$ cat config.mk
export PLATFORM = sky130hd
export DESIGN_NAME = rs_bank
export DESIGN_NICKNAME = d
export VERILOG_FILES = /design/src/rtl/rs_pkg.sv /design/src/rtl/rs_pick.sv /design/src/rtl/rs_entry.sv /design/src/rtl/rs_bank.sv
export SDC_FILE = /design/constraint.sdc
export NUM_CORES = 1
export LEC_CHECK = 0
export ABC_AREA = 1
export CAP_MARGIN = 20
export CORE_MARGIN = 5
export CORE_UTILIZATION = 35
export CTS_CLUSTER_DIAMETER = 120
export DETAILED_ROUTE_END_ITERATION = 12
export SYNTH_ARGS = -nofsm -noshare
export SYNTH_HDL_FRONTEND = slang
export SYNTH_SLANG_ARGS = --single-unit
$ cat constraint.sdc
create_clock -name clk -period 4.6 [get_ports clk]
set_input_delay 1.38 -clock clk [delete_from_list [all_inputs] [get_ports clk]]
set_output_delay 1.38 -clock clk [all_outputs]
set_load 0.02 [all_outputs]
$ cat src/rtl/rs_pkg.sv
package rs_pkg;

    typedef enum logic [1:0] {
        ST_FREE = 2'd0,
        ST_WAIT = 2'd1,
        ST_EXEC = 2'd2
    } rs_state_e;

endpackage

$ cat src/rtl/rs_pick.sv
// Lowest-index one-hot picker.
module rs_pick #(
    parameter int N = 3
) (
    input  logic [N-1:0] req,
    output logic [N-1:0] gnt,
    output logic         any
);

    always_comb begin
        gnt = '0;
        for (int i = N - 1; i >= 0; i--) begin
            if (req[i]) begin
                gnt    = '0;
                gnt[i] = 1'b1;
            end
        end
        any = |req;
    end

endmodule

$ cat src/rtl/rs_entry.sv
// One station slot: two-process state, snoops the result bus.
module rs_entry
    import rs_pkg::*;
#(
    parameter int               TAG_W  = 4,
    parameter int               DATA_W = 32,
    parameter int               OP_W   = 3,
    parameter logic [TAG_W-1:0] MY_TAG = 4'd1
) (
    input  logic              clk,
    input  logic              rst_n,
    input  logic              alloc,
    input  logic [OP_W-1:0]   in_op,
    input  logic [TAG_W-1:0]  in_a_tag,
    input  logic [DATA_W-1:0] in_a_val,
    input  logic [TAG_W-1:0]  in_b_tag,
    input  logic [DATA_W-1:0] in_b_val,
    input  logic              bus_valid,
    input  logic [TAG_W-1:0]  bus_tag,
    input  logic [DATA_W-1:0] bus_val,
    input  logic              grant,
    output logic              busy,
    output logic              ready,
    output logic              executing,
    output logic [OP_W-1:0]   out_op,
    output logic [DATA_W-1:0] out_a,
    output logic [DATA_W-1:0] out_b
);

    typedef struct packed {
        rs_state_e         st;
        logic [OP_W-1:0]   op;
        logic [TAG_W-1:0]  qa;
        logic [TAG_W-1:0]  qb;
        logic [DATA_W-1:0] va;
        logic [DATA_W-1:0] vb;
    } slot_t;

    slot_t slot_q, slot_d;
    logic  snoop;

    always_comb begin
        slot_d = slot_q;
        snoop  = bus_valid && (bus_tag != '0);
        case (slot_q.st)
            ST_FREE: begin
                if (alloc) begin
                    slot_d.st = ST_WAIT;
                    slot_d.op = in_op;
                    if ((in_a_tag != '0) && snoop && (bus_tag == in_a_tag)) begin
                        slot_d.va = bus_val;
                        slot_d.qa = '0;
                    end else begin
                        slot_d.va = in_a_val;
                        slot_d.qa = in_a_tag;
                    end
                    if ((in_b_tag != '0) && snoop && (bus_tag == in_b_tag)) begin
                        slot_d.vb = bus_val;
                        slot_d.qb = '0;
                    end else begin
                        slot_d.vb = in_b_val;
                        slot_d.qb = in_b_tag;
                    end
                end
            end
            ST_WAIT: begin
                if ((slot_q.qa != '0) && snoop && (bus_tag == slot_q.qa)) begin
                    slot_d.va = bus_val;
                    slot_d.qa = '0;
                end
                if ((slot_q.qb != '0) && snoop && (bus_tag == slot_q.qb)) begin
                    slot_d.vb = bus_val;
                    slot_d.qb = '0;
                end
                if (grant) begin
                    slot_d.st = ST_EXEC;
                end
            end
            ST_EXEC: begin
                if (snoop && (bus_tag == MY_TAG)) begin
                    slot_d.st = ST_FREE;
                end
            end
            default: slot_d.st = ST_FREE;
        endcase
    end

    always_ff @(posedge clk) begin
        if (!rst_n) begin
            slot_q <= '0;
        end else begin
            slot_q <= slot_d;
        end
    end

    assign busy      = (slot_q.st != ST_FREE);
    assign ready     = (slot_q.st == ST_WAIT) && (slot_q.qa == '0) && (slot_q.qb == '0);
    assign executing = (slot_q.st == ST_EXEC);
    assign out_op    = slot_q.op;
    assign out_a     = slot_q.va;
    assign out_b     = slot_q.vb;

endmodule

$ cat src/rtl/rs_bank.sv
module rs_bank #(
    parameter int N_ENTRY  = 3,
    parameter int TAG_W    = 4,
    parameter int DATA_W   = 32,
    parameter int OP_W     = 3,
    parameter int TAG_BASE = 1
) (
    input  logic              clk,
    input  logic              rst_n,
    input  logic              iss_valid,
    input  logic [OP_W-1:0]   iss_op,
    input  logic [TAG_W-1:0]  iss_a_tag,
    input  logic [DATA_W-1:0] iss_a_val,
    input  logic [TAG_W-1:0]  iss_b_tag,
    input  logic [DATA_W-1:0] iss_b_val,
    output logic              iss_ready,
    output logic [TAG_W-1:0]  iss_tag,
    input  logic              bus_valid,
    input  logic [TAG_W-1:0]  bus_tag,
    input  logic [DATA_W-1:0] bus_val,
    output logic              exe_valid,
    input  logic              exe_ready,
    output logic [OP_W-1:0]   exe_op,
    output logic [DATA_W-1:0] exe_a,
    output logic [DATA_W-1:0] exe_b,
    output logic [TAG_W-1:0]  exe_tag
);

    logic [N_ENTRY-1:0] busy, rdy, execu;
    logic [N_ENTRY-1:0] free_gnt, disp_gnt, alloc, grant;
    logic               free_any, disp_any;
    logic [OP_W-1:0]    e_op [N_ENTRY];
    logic [DATA_W-1:0]  e_a  [N_ENTRY];
    logic [DATA_W-1:0]  e_b  [N_ENTRY];

    rs_pick #(.N(N_ENTRY)) u_free_pick (
        .req (~busy),
        .gnt (free_gnt),
        .any (free_any)
    );

    rs_pick #(.N(N_ENTRY)) u_disp_pick (
        .req (rdy),
        .gnt (disp_gnt),
        .any (disp_any)
    );

    assign alloc = free_gnt & {N_ENTRY{iss_valid & free_any}};
    assign grant = disp_gnt & {N_ENTRY{exe_ready}};

    for (genvar g = 0; g < N_ENTRY; g++) begin : g_slot
        rs_entry #(
            .TAG_W  (TAG_W),
            .DATA_W (DATA_W),
            .OP_W   (OP_W),
            .MY_TAG (TAG_W'(TAG_BASE + g))
        ) u_slot (
            .clk       (clk),
            .rst_n     (rst_n),
            .alloc     (alloc[g]),
            .in_op     (iss_op),
            .in_a_tag  (iss_a_tag),
            .in_a_val  (iss_a_val),
            .in_b_tag  (iss_b_tag),
            .in_b_val  (iss_b_val),
            .bus_valid (bus_valid),
            .bus_tag   (bus_tag),
            .bus_val   (bus_val),
            .grant     (grant[g]),
            .busy      (busy[g]),
            .ready     (rdy[g]),
            .executing (execu[g]),
            .out_op    (e_op[g]),
            .out_a     (e_a[g]),
            .out_b     (e_b[g])
        );
    end

    always_comb begin
        iss_tag = '0;
        exe_op  = '0;
        exe_a   = '0;
        exe_b   = '0;
        exe_tag = '0;
        for (int i = 0; i < N_ENTRY; i++) begin
            if (free_gnt[i]) begin
                iss_tag = iss_tag | TAG_W'(TAG_BASE + i);
            end
            if (disp_gnt[i]) begin
                exe_op  = exe_op | e_op[i];
                exe_a   = exe_a | e_a[i];
                exe_b   = exe_b | e_b[i];
                exe_tag = exe_tag | TAG_W'(TAG_BASE + i);
            end
        end
    end

    assign iss_ready = free_any;
    assign exe_valid = disp_any;

endmodule

# After elaboration in Yosys (flattened, before gate mapping)

Index checks and enable logic that the tools add are counted.

Logic and storage cells: 176
Bits of input ports: 116
Flip-flop bits (word level): 231
Output and inout port bits: 77

Reductions and logical operators: 64
Bitwise logic cells: 10
Multiplexer cells: 52
Eq/ne operators: 32

Operators by type and width:

| cell                                                            | number |
|---|---|
| 32-bit two-way mux                                              | 14 |
| 72-bit case mux with 2 select lines                             | 3 |
| 77-bit two-way mux                                              | 3 |
| 32-bit bitwise OR                                               | 4 |
| 4-bit nonzero test                                              | 9 |
| 4-bit == test                                                   | 8 |
| 4-bit two-way mux                                               | 8 |
| 3-bit two-way mux                                               | 9 |
| 3-bit AND reduction                                             | 9 |
| 1-bit logical AND                                               | 26 |
| 4-bit logical NOT                                               | 6 |
| 2-bit two-way mux                                               | 10 |
| 2-bit != test, second input constant                            | 9 |
| 2-bit case mux with 3 select lines                              | 3 |
| 2-bit by 1-bit != test with 1-bit output, second input constant | 6 |
| 2-bit nonzero test                                              | 6 |
| 4-bit by 2-bit == test with 1-bit output, second input constant | 2 |
| 3-bit AND                                                       | 2 |
| 2-bit by 1-bit == test with 1-bit output, second input constant | 3 |
| 2-bit == test, second input constant                            | 3 |
| 2-bit logical NOT                                               | 3 |
| 3-bit bitwise OR                                                | 2 |
| 2-bit AND reduction                                             | 3 |
| 3-bit OR reduction                                              | 2 |
| 4 further kinds                                                 | 5 |

# Logic depth before layout (Yosys ltp)

Gate-level depths: netlist of run 1.

Depth after elaboration: 11
Mapped depth: 14
Gate-level depth less buffers: 12

# By module

From an unflattened synthesis of run 1, not the netlist that was laid out.

Cells, all modules: 3235
Area total of the unflattened synthesis: 19307.3 um^2

Modules (own cells, without submodules):

| module                       | area an instance (um^2) | instances | seq. area each (um^2) | cells an instance |
|---|---|---|---|---|
| rs_entry at g_slot[1].u_slot | 5964.5                  | 1         | 1541.5                | 968 |
| rs_entry at g_slot[2].u_slot | 5954.5                  | 1         | 1541.5                | 967 |
| rs_entry at g_slot[0].u_slot | 5949.5                  | 1         | 1541.5                | 967 |
| rs_bank                      | 1361.3                  | 1         | 0.0                   | 317 |
| rs_pick                      | 38.8                    | 2         | 0.0                   | 8 |

# Worst setup path before layout of run 1

No wires, ideal clock.

Path kind: flip-flop to output port
From: register g_slot[2].u_slot.slot_q[76] (netlist bit)
To: output exe_a[23]
Stages on the path, launching flop included: 8
Required time: 3.220 ns
Buffers on the path: 2
Arrival time: 1.684 ns
Setup slack: 1.536 ns
Path through: dfxtp_1 > inv_1 > nand2_1 > nor3_2 > nand3_1 > buf_4 > buf_2 > o221ai_1

Word-level cells in the longest chain between the ends: 7

RTL lines:

| element                                  | RTL line       | RTL |
|---|---|---|
| start: declaration                       | rs_entry.sv:39 | `slot_t slot_q, slot_d;` |
| start signal: assignment                 | rs_entry.sv:92 | `slot_q <= slot_d;` |
| 2-bit by 1-bit == test with 1-bit output | rs_entry.sv:97 | `assign ready = (slot_q.st == ST_WAIT) && (slot_q.qa == '0) && (slot_q.qb == '0);` |
| 1-bit logical AND (2 in series)          | rs_entry.sv:97 |  |
| 3-bit two-way mux (3 in series)          | rs_pick.sv:13  | `if (req[i]) begin` |
| 32-bit two-way mux                       | rs_bank.sv:89  | `if (disp_gnt[i]) begin` |
| end: declaration                         | rs_bank.sv:24  | `output logic [DATA_W-1:0] exe_a,` |

No other way between the ends.

# Worst setup path after layout of run 1

From: register g_slot[0].u_slot.slot_q[67] (netlist bit)
To: output exe_b[19]

Word-level cells in the longest chain between the ends: 8

RTL lines:

| element                  | RTL line       | RTL |
|---|---|---|
| start: declaration       | rs_entry.sv:39 |  |
| start signal: assignment | rs_entry.sv:92 |  |
| 4-bit logical NOT (*)    | rs_entry.sv:97 |  |
| 1-bit logical AND (*)    | rs_entry.sv:97 |  |
| 3-bit two-way mux (*)    | rs_pick.sv:13  |  |
| 32-bit two-way mux       | rs_bank.sv:89  |  |
| 32-bit bitwise OR        | rs_bank.sv:92  | `exe_b = exe_b \| e_b[i];` |
| 32-bit two-way mux       | rs_bank.sv:89  |  |
| 32-bit bitwise OR        | rs_bank.sv:92  |  |
| 32-bit two-way mux (*)   | rs_bank.sv:89  |  |
| end: declaration         | rs_bank.sv:25  | `output logic [DATA_W-1:0] exe_b,` |

Every way passes the cells marked *; elsewhere a longest branch is shown, timed or not.

==> Implementation_results.wiki, run 1 <==
{| class="wikitable"
! Metric !! Value
|-
| Worst-skew pair later-pin latency || 0.56 ns
|-
| Synthesized-area fraction occupied by ao, oa, aoi and oai cells || 0.1017
|-
| Remaining max-slew budget at the tightest pin || 0.4689
|-
| Number of vias per cell || 5.471
|-
| GRT Resource Usage Total || 0.2623
|-
| Synthesized cell area || 14,530 sq um
|-
| Area added between synthesis and finish || 22.70%
|-
| Core Box Area || 40,920 sq um
|-
| Share of the yosys chip area belonging to registers || 0.3182
|-
| Type of the worst setup path || flip-flop to output port
|-
| Number of max-slew violations in the final report || 0
|-
| Synth async-reset ratio || 0
|-
| Number of sinks driven by the clock tree || 231
|-
| Slowest-stage cell, CP || sky130_fd_sc_hd__clkdlybuf4s50_1
|-
| Post-CTS Hold Buffers || 0
|-
| Maximum net fanout on the critical path || 52
|-
| Clock tree from TritonCTS || yes
|-
| Die height || roughly 210 um
|-
| Worst reg2reg path endpoint || g_slot[2].u_slot.slot_q[68]
|-
| Hold Path Class || flip-flop to flip-flop
|-
| First drt pass iteration count || 6
|-
| Mux share of post-synthesis cell area || 0
|-
| Post-layout nets || 2,677
|-
| Internal portion of total power || between 3000 and 4000 uW
|-
| Starting DRC count in detailed routing || approximately 1,700
|-
| Inserted Clock Buffers || 28
|-
| Most area-hungry cell type in the Yosys netlist || sky130_fd_sc_hd__dfxtp_1
|-
| Total setup buffers inserted after CTS || 0
|-
| Post-CTS clock slew at the launch and capture registers of the worst setup and hold paths || 0.06 ns
|-
| Clock root buffer || sky130_fd_sc_hd__clkbuf_16
|-
| Post-route DRC || 0
|-
| Remaining antenna violation count after routing || 0
|-
| Instance count of the mapped netlist || 2,456
|-
| Pin count of the biggest net entering global routing || 84
|-
| Setup skew after layout || about 0.011 ns
|-
| Top-level I/O count || approximately 190
|-
| Mapped Avg Cell Area || 5.918 sq um
|-
| Total Neg Setup Slack || 0 ns
|-
| Count of vias placed by the detailed router || 17,043
|-
| Number of maximum-capacitance violations || 0
|-
| Most frequent cell after synthesis || sky130_fd_sc_hd__nand2_1
|-
| Number of hold-slack violations in the final timing report || 0
|-
| Final setup violating endpoints || 0
|-
| Data required time at the worst endpoint || 3.22 ns
|-
| Total wire length after detailed routing || 62.76 mm
|-
| CP Cell Sequence || nor2_1 > nand2_1 > nor2_2 > nand2_4 > buf_4 > o221ai_1 > clkdlybuf4s50_1
|-
| Worst endpoint data arrival time || 3.18 ns
|-
| Initial core utilization || 0.3551
|-
| IR drop worst, VDD || 0.2669 mV
|-
| Number of synthesized register bits || approximately 230
|-
| Register-to-register path setup slack || 1.89 ns
|-
| Library cells used by synthesis || 27
|-
| Final routed wire length divided by cell count || 20.15 um
|-
| Static leakage || 0.007953 uW
|-
| Startpoint Class || flip-flop
|-
| Synthesis warning total || 0
|-
| Total area of multi-input combinational cells || 8024 sq um
|-
| Combinational family with the most area after synthesis || simple AND/OR/NAND/NOR gates
|-
| IO Port Bufs || 188
|-
| Antenna violations before repair || 0
|-
| Number of core rows || 74
|-
| Filler Cell Count || 4,433
|-
| Weighted congestion reported at the end of routability-driven placement || about 0.88
|-
| Global-route wire length before repair || 94.53 mm
|-
| Basic-gate share of the synthesized area counting and, or, nand and nor cells || 0.4413
|-
| Clock share of power || 0.376
|-
| Unrepaired setup endpoints after global routing || no
|-
| List of most frequent post-synthesis cells || sky130_fd_sc_hd__nand2_1 (695), sky130_fd_sc_hd__nand3_1 (333), sky130_fd_sc_hd__nor2_1 (326)
|-
| Crit. End Element || output port
|-
| Switch Pwr || 1942 uW
|-
| Top achievable clock speed || 0.2191 GHz
|-
| Number of inserted diodes || 0
|-
| Post-synthesis adder-cell area fraction || 0
|-
| Net switching share of the total power || 0.3298
|-
| Reg2reg start || g_slot[0].u_slot.slot_q[75]
|-
| Relative contribution of combinational cells to total power || 0.248
|-
| Area contributors post-synth || sky130_fd_sc_hd__dfxtp_1 (32%), sky130_fd_sc_hd__nand2_1 (18%), sky130_fd_sc_hd__nand3_1 (11%), sky130_fd_sc_hd__nor2_1 (8.4%), sky130_fd_sc_hd__inv_1 (8.0%)
|-
| Area enclosed by the die boundary || 45,700 sq um
|-
| Number of cells traversed by the worst hold path || 2
|-
| Via count of the first global-routing pass || 16,472
|-
| Sequential group share of total power || 0.376
|-
| Share of layout cells above drive strength 1 || 0.06659
|-
| Gr ovfl total || 0
|-
| HP Start || g_slot[2].u_slot.out_op[2]
|-
| H-tree levels || 1
|-
| Number of enable flip-flop cells after synthesis || 0
|-
| Register area || approximately 4600 sq um
|-
| Run status || completed
|-
| Yosys top cell area share || 0.3182
|-
| Cells on worst reg2reg path || 9
|-
| Synth Flop Type || sky130_fd_sc_hd__dfxtp_1
|-
| Cell Pwr Density || 330.1 nW/um^2
|-
| Actual transition at the worst max-transition pin || 0.7966 ns
|-
| Critical Path Source || g_slot[0].u_slot.slot_q[67]
|-
| Hold worst-path end || g_slot[2].u_slot.out_op[2]
|-
| Xor and xnor fraction of the mapped netlist area || 0.001205
|-
| Crit path time final || 4.563 ns
|-
| Horizontal die dimension || around 210 um
|-
| Post-DP HPWL || 39.02 mm
|-
| Crit path largest cell delay || 0.69 ns
|-
| Final Cycle Share || 0.9920
|-
| Worst hold-check slack || 0.4526 ns
|-
| Maximum clock path buffer count || 3
|}
## logic make-up after synthesis
logic type | count (synthesis)
buf+inv | 487
flops | 231
simple gates | 1491
other cells | 1
xor+xnor | 2
compound gates | 244
## worst max-delay path, delay by kind of cell, from the launching register on
family,cells,cell delay (ns)
AOI/OAI and AO/OA,1,0.48
DFF,1,0.34
buffers and inverters,2,1.10
and+or+nand+nor,4,0.69
## worst max-delay path by stage
| stage | end | slack (ns) | cells after the start |
|---|---|---|---|
| final | exe_b[19] | 0.04 | 7 |
| after global routing | exe_b[13] | 0.01 | 8 |
| after CTS | exe_b[14] | 0.03 | 7 |
| after detailed placement | g_slot[2].u_slot.out_a[31] | 0.55 | 13 |
| after global placement | exe_a[14] | 0.53 | 9 |
| after floorplan | exe_a[23] | 1.54 | 7 |
## layer usage
layer,share of wire,GRT usage,vias up
li1,-,-,8054
met1,0.42,0.3522,7830
met2,0.45,0.4209,1000
met3,0.095,0.05048,159
met4,0.038,0.09671,0
met5,0,0,-
## cell type report
cell class	count	share of cell area
Clock buffer	46	0.04932
Clock inverter	6	0.001684
Tap cell	532	0.03733
Sequential cell	231	0.2593
Timing Repair Buffer	241	0.1354
Multi-Input combinational cell	1742	0.4499
Inverter	317	0.06700
## per-stage QoR
stage | cells | utilization | worst slack [ns] | instance area [sq um] | power [uW]
after global placement | 3062 | 0.4126 | 0.5285 | 16880 | 3656
after global routing | 3115 | 0.4358 | 0.01356 | 17830 | 6136
after CTS | 3114 | 0.4349 | 0.02667 | 17800 | 5877
after detailed placement | 3062 | 0.4126 | 0.5526 | 16880 | 3673
after floorplan | 2459 | - | 1.536 | 14550 | 3128
final | 3115 | 0.4358 | 0.03676 | 17830 | 5887
## state kept, by name, indices dropped and copies added (netlist names)
signal	cells
g_slot.u_slot.out_b	96
g_slot.u_slot.out_op	9
g_slot.u_slot.out_a	96
g_slot.u_slot.slot_q	30
## what timing repair did
action                     CTS  global route
pin swaps                    0             1
resized for setup            1             7
setup endpoints to repair   10            34
cloned                       0             1
## cell usage in the layout (no fill, tap or decap), types with 2 or more instances in the layout
master / count
sky130_fd_sc_hd__clkdlybuf4s50_1: 185
sky130_fd_sc_hd__o211ai_1: 2
sky130_fd_sc_hd__nand3_4: 3
sky130_fd_sc_hd__conb_1: 4
sky130_fd_sc_hd__o21ai_0: 17
sky130_fd_sc_hd__nand2_2: 48
sky130_fd_sc_hd__buf_4: 44
sky130_fd_sc_hd__nand3b_1: 11
sky130_fd_sc_hd__nand3_1: 332
sky130_fd_sc_hd__nor3_1: 2
sky130_fd_sc_hd__buf_12: 11
sky130_fd_sc_hd__dfxtp_1: 231
sky130_fd_sc_hd__inv_1: 308
sky130_fd_sc_hd__xnor2_1: 2
sky130_fd_sc_hd__nand4_1: 75
sky130_fd_sc_hd__inv_2: 6
sky130_fd_sc_hd__clkinv_2: 6
sky130_fd_sc_hd__nor2_4: 6
sky130_fd_sc_hd__clkbuf_8: 9
sky130_fd_sc_hd__nor2_2: 2
sky130_fd_sc_hd__clkbuf_1: 8
sky130_fd_sc_hd__clkbuf_16: 29
sky130_fd_sc_hd__a21oi_1: 158
sky130_fd_sc_hd__nand2_1: 682
sky130_fd_sc_hd__nor2_1: 325
sky130_fd_sc_hd__nand2_4: 4
sky130_fd_sc_hd__clkinv_1: 2
sky130_fd_sc_hd__o221ai_1: 66
## power groups by stage
stage,registers [uW],clock network (uW),logic [uW]
after floorplan,2240,0,886
after global placement,2250,0,1400
after detailed placement,2260,0,1420
after CTS,2210,2240,1420
after global routing,2230,2320,1580
final,2220,2210,1460
(Power assumes the default switching activity.)
==> inputs of run 2 (changes only) <==
--- a/config.mk
+++ b/config.mk
@@ -11,6 +11,7 @@
 export CORE_UTILIZATION = 35
 export CTS_CLUSTER_DIAMETER = 120
 export DETAILED_ROUTE_END_ITERATION = 12
+export SETUP_SLACK_MARGIN = 0.05
 export SYNTH_ARGS = -nofsm -noshare
 export SYNTH_HDL_FRONTEND = slang
 export SYNTH_SLANG_ARGS = --single-unit
==> run 2 against run 1 <==
  * Clock power hardly changed
  * Sequential share of layout area about the same
  * Non-clock buffer count stayed put
  * Total power barely moved
  * Register-to-register slack hardly changed
  * Clock-buffer cell count did not move
  * Cell count is the same
  * Sequential power barely moved
  * Via count is 0.13% higher
  * Largest cell class unchanged
==> Implementation_results.wiki, run 2 (synthesis results as in run 1) <==
{| class="wikitable"
! Metric !! Value
|-
| Static leakage || 0.007972 uW (was 0.007953 uW)
|-
| Clock tree from TritonCTS || yes (unchanged)
|-
| Cell Pwr Density || 330.0 nW/um^2 (was 330.1 nW/um^2)
|-
| Area enclosed by the die boundary || 45,700 sq um (unchanged)
|-
| CP Cell Sequence || nor2_1 > nand2_1 > nor2_2 > nand2_4 > buf_4 > o221ai_1 > clkdlybuf4s50_1 (unchanged)
|-
| Share of layout cells above drive strength 1 || 0.06659 (unchanged)
|-
| IR drop worst, VDD || 0.2660 mV (was 0.2669 mV)
|-
| Global-route wire length before repair || 94.53 mm (unchanged)
|-
| Number of sinks driven by the clock tree || 231 (unchanged)
|-
| Top-level I/O count || 193 (unchanged)
|-
| Final instance area || 17,840 sq um (was 17,830 sq um)
|-
| Number of core rows || 74 (unchanged)
|-
| Horizontal die dimension || 213.8 um (unchanged)
|-
| Post-CTS clock slew at the launch and capture registers of the worst setup and hold paths || 0.06 ns (about the same)
|-
| Minimum setup slack after placement || 0.5526 ns (unchanged)
|-
| Number of inserted diodes || 0 (unchanged)
|-
| Post-layout nets || 2,677 (unchanged)
|-
| Remaining max-slew budget at the tightest pin || 0.4715 (was 0.4689)
|-
| Gr ovfl total || 0 (unchanged)
|-
| Weighted congestion reported at the end of routability-driven placement || 0.8833 (unchanged)
|-
| Crit path time final || 4.553 ns (was 4.563 ns)
|-
| Data required time at the worst endpoint || 3.22 ns (about the same)
|-
| Crit path largest cell delay || 0.69 ns (about the same)
|-
| Post-CTS Hold Buffers || 0 (unchanged)
|-
| Count of vias placed by the detailed router || 17,066 (was 17,043)
|-
| Most used cells in the layout excluding fill and tap cells || sky130_fd_sc_hd__nand2_1 (682), sky130_fd_sc_hd__nand3_1 (332), sky130_fd_sc_hd__nor2_1 (325) (unchanged)
|-
| Total wire length after detailed routing || 62.79 mm (was 62.76 mm)
|-
| Number of vias per cell || 5.479 (was 5.471)
|-
| Buffers & Inverters on Critical Path || 2 (unchanged)
|-
| Total stage count of the critical path || 7 (unchanged)
|-
| Core Box Area || 40,920 sq um (unchanged)
|-
| Critical Path Source || g_slot[0].u_slot.slot_q[67] (unchanged)
|-
| Hold Path Class || flip-flop to flip-flop (unchanged)
|-
| First drt pass iteration count || 6 (unchanged)
|-
| GRT Resource Usage Total || 0.2623 (unchanged)
|-
| Worst endpoint data arrival time || 3.17 ns (was 3.18 ns)
|-
| Actual transition at the worst max-transition pin || 0.7928 ns (was 0.7966 ns)
|-
| H-tree levels || 1 (unchanged)
|-
| Initial core utilization || 0.3551 (unchanged)
|-
| Worst reg2reg path endpoint || g_slot[2].u_slot.slot_q[68] (unchanged)
|-
| End point of the critical path || exe_b[19] (unchanged)
|-
| Via count of the first global-routing pass || 16,472 (unchanged)
|-
| Final setup violating endpoints || 0 (unchanged)
|-
| IO Port Bufs || 188 (unchanged)
|-
| Post-route setup slack || 0.04741 ns (was 0.03676 ns)
|-
| Starting DRC count in detailed routing || 1,688 (unchanged)
|-
| Die height || 213.8 um (unchanged)
|-
| Pin count of the biggest net entering global routing || 84 (unchanged)
|-
| Worst-skew pair later-pin latency || 0.56 ns (about the same)
|-
| Reg2reg start || g_slot[0].u_slot.slot_q[75] (unchanged)
|-
| Number of maximum-capacitance violations || 0 (unchanged)
|-
| Top achievable clock speed || 0.2197 GHz (was 0.2191 GHz)
|-
| Antenna violations before repair || 0 (unchanged)
|-
| Maximum clock path buffer count || 3 (unchanged)
|-
| Post-DP HPWL || 39.02 mm (unchanged)
|-
| Run status || completed (unchanged)
|-
| Area added between synthesis and finish || 22.72% (was 22.70%)
|-
| Final Cycle Share || 0.9897 (was 0.9920)
|-
| Register-to-register path setup slack || 1.90 ns (was 1.89 ns)
|-
| Startpoint Class || flip-flop (unchanged)
|-
| Clock root buffer || sky130_fd_sc_hd__clkbuf_16 (unchanged)
|-
| Remaining antenna violation count after routing || 0 (unchanged)
|-
| Slowest-stage cell, CP || sky130_fd_sc_hd__clkdlybuf4s50_1 (unchanged)
|-
| HP Start || g_slot[2].u_slot.out_op[2] (unchanged)
|-
| Number of max-slew violations in the final report || 0 (unchanged)
|-
| Post-Place Cell Area || 16,880 sq um (unchanged)
|-
| Crit path max-delay family || buffers and inverters (unchanged)
|-
| Setup skew after layout || 0.01206 ns (was 0.01146 ns)
|-
| Number of hold-slack violations in the final timing report || 0 (unchanged)
|-
| Worst hold-check slack || 0.4524 ns (was 0.4526 ns)
|-
| Total setup buffers inserted after CTS || 0 (unchanged)
|-
| Cells on worst reg2reg path || 9 (unchanged)
|-
| Final Util || 0.4358 (about the same)
|-
| Type of the worst setup path || flip-flop to output port (unchanged)
|-
| Most common cell after layout, fill and taps aside || sky130_fd_sc_hd__nand2_1 (unchanged)
|-
| Total Neg Setup Slack || 0 ns (unchanged)
|-
| Final routed wire length divided by cell count || 20.16 um (was 20.15 um)
|-
| Maximum net fanout on the critical path || 52 (unchanged)
|-
| Post-route DRC || 0 (unchanged)
|-
| Crit. End Element || output port (unchanged)
|-
| Unrepaired setup endpoints after global routing || yes (was no)
|-
| Inserted Clock Buffers || 28 (unchanged)
|}
run 2: how the worst min path moves through the flow:
stage	end	slack, ns	cells past startpoint
after detailed placement	g_slot[2].u_slot.out_op[0]	0.44	2
after global placement	g_slot[1].u_slot.out_op[2]	0.44	2
final	g_slot[2].u_slot.out_op[2]	0.45	2
after CTS	g_slot[2].u_slot.out_op[0]	0.45	2
after floorplan	g_slot[2].u_slot.out_op[0]	0.43	2
after global routing	g_slot[1].u_slot.out_op[1]	0.47	2
run 2: worst reg2reg max path, delay by kind of cell, from the launching register on:
family | cells | cell delay (ns)
AO/OA/AOI/OAI | 1 | 0.13
buffers and inverters | 4 | 1.27
flip-flops | 1 | 0.32
AND/OR/NAND/NOR | 4 | 0.91
run 2: where the power goes:
part	leakage [uW]	internal [uW]	switching [uW]
Combinational	0.00563	494	966
Sequential	0.00189	2160	58.3
Clock	0.000455	1290	918
Total	0.00797	3950	1940
run 2: final cells by class:
class	instances	area, sq um
flip-flops and latches	231	4624
fillers	4432	23090
clock buffers	46	879.6
multi-input cells	1742	8024
clock inverters	6	30.03
inverters	317	1195
well taps	532	665.6
repair buffers	241	2417
run 2: per-layer routing:
layer | wire, um | track usage | share of wire
met1 | 26240 | 0.3522 | 0.42
met2 | 28040 | 0.4209 | 0.45
met3 | 6127 | 0.05048 | 0.098
met4 | 2382 | 0.09671 | 0.038
met5 | 0 | 0 | 0
run 2: per-stage QoR:
stage | power [uW] | std cells
3_3_place_gp | 3656 | 3062
3_5_place_dp | 3673 | 3062
2_1_floorplan | 3128 | 2459
4_1_cts | 5878 | 3114
5_1_grt | 6136 | 3115
6_report | 5887 | 3115
run 2: repair_timing:
action / in CTS / in global routing
setup endpoints to repair: 41 / 53
cloned: 0 / 1
gates resized for setup: 2 / 7
pin swaps: 0 / 1
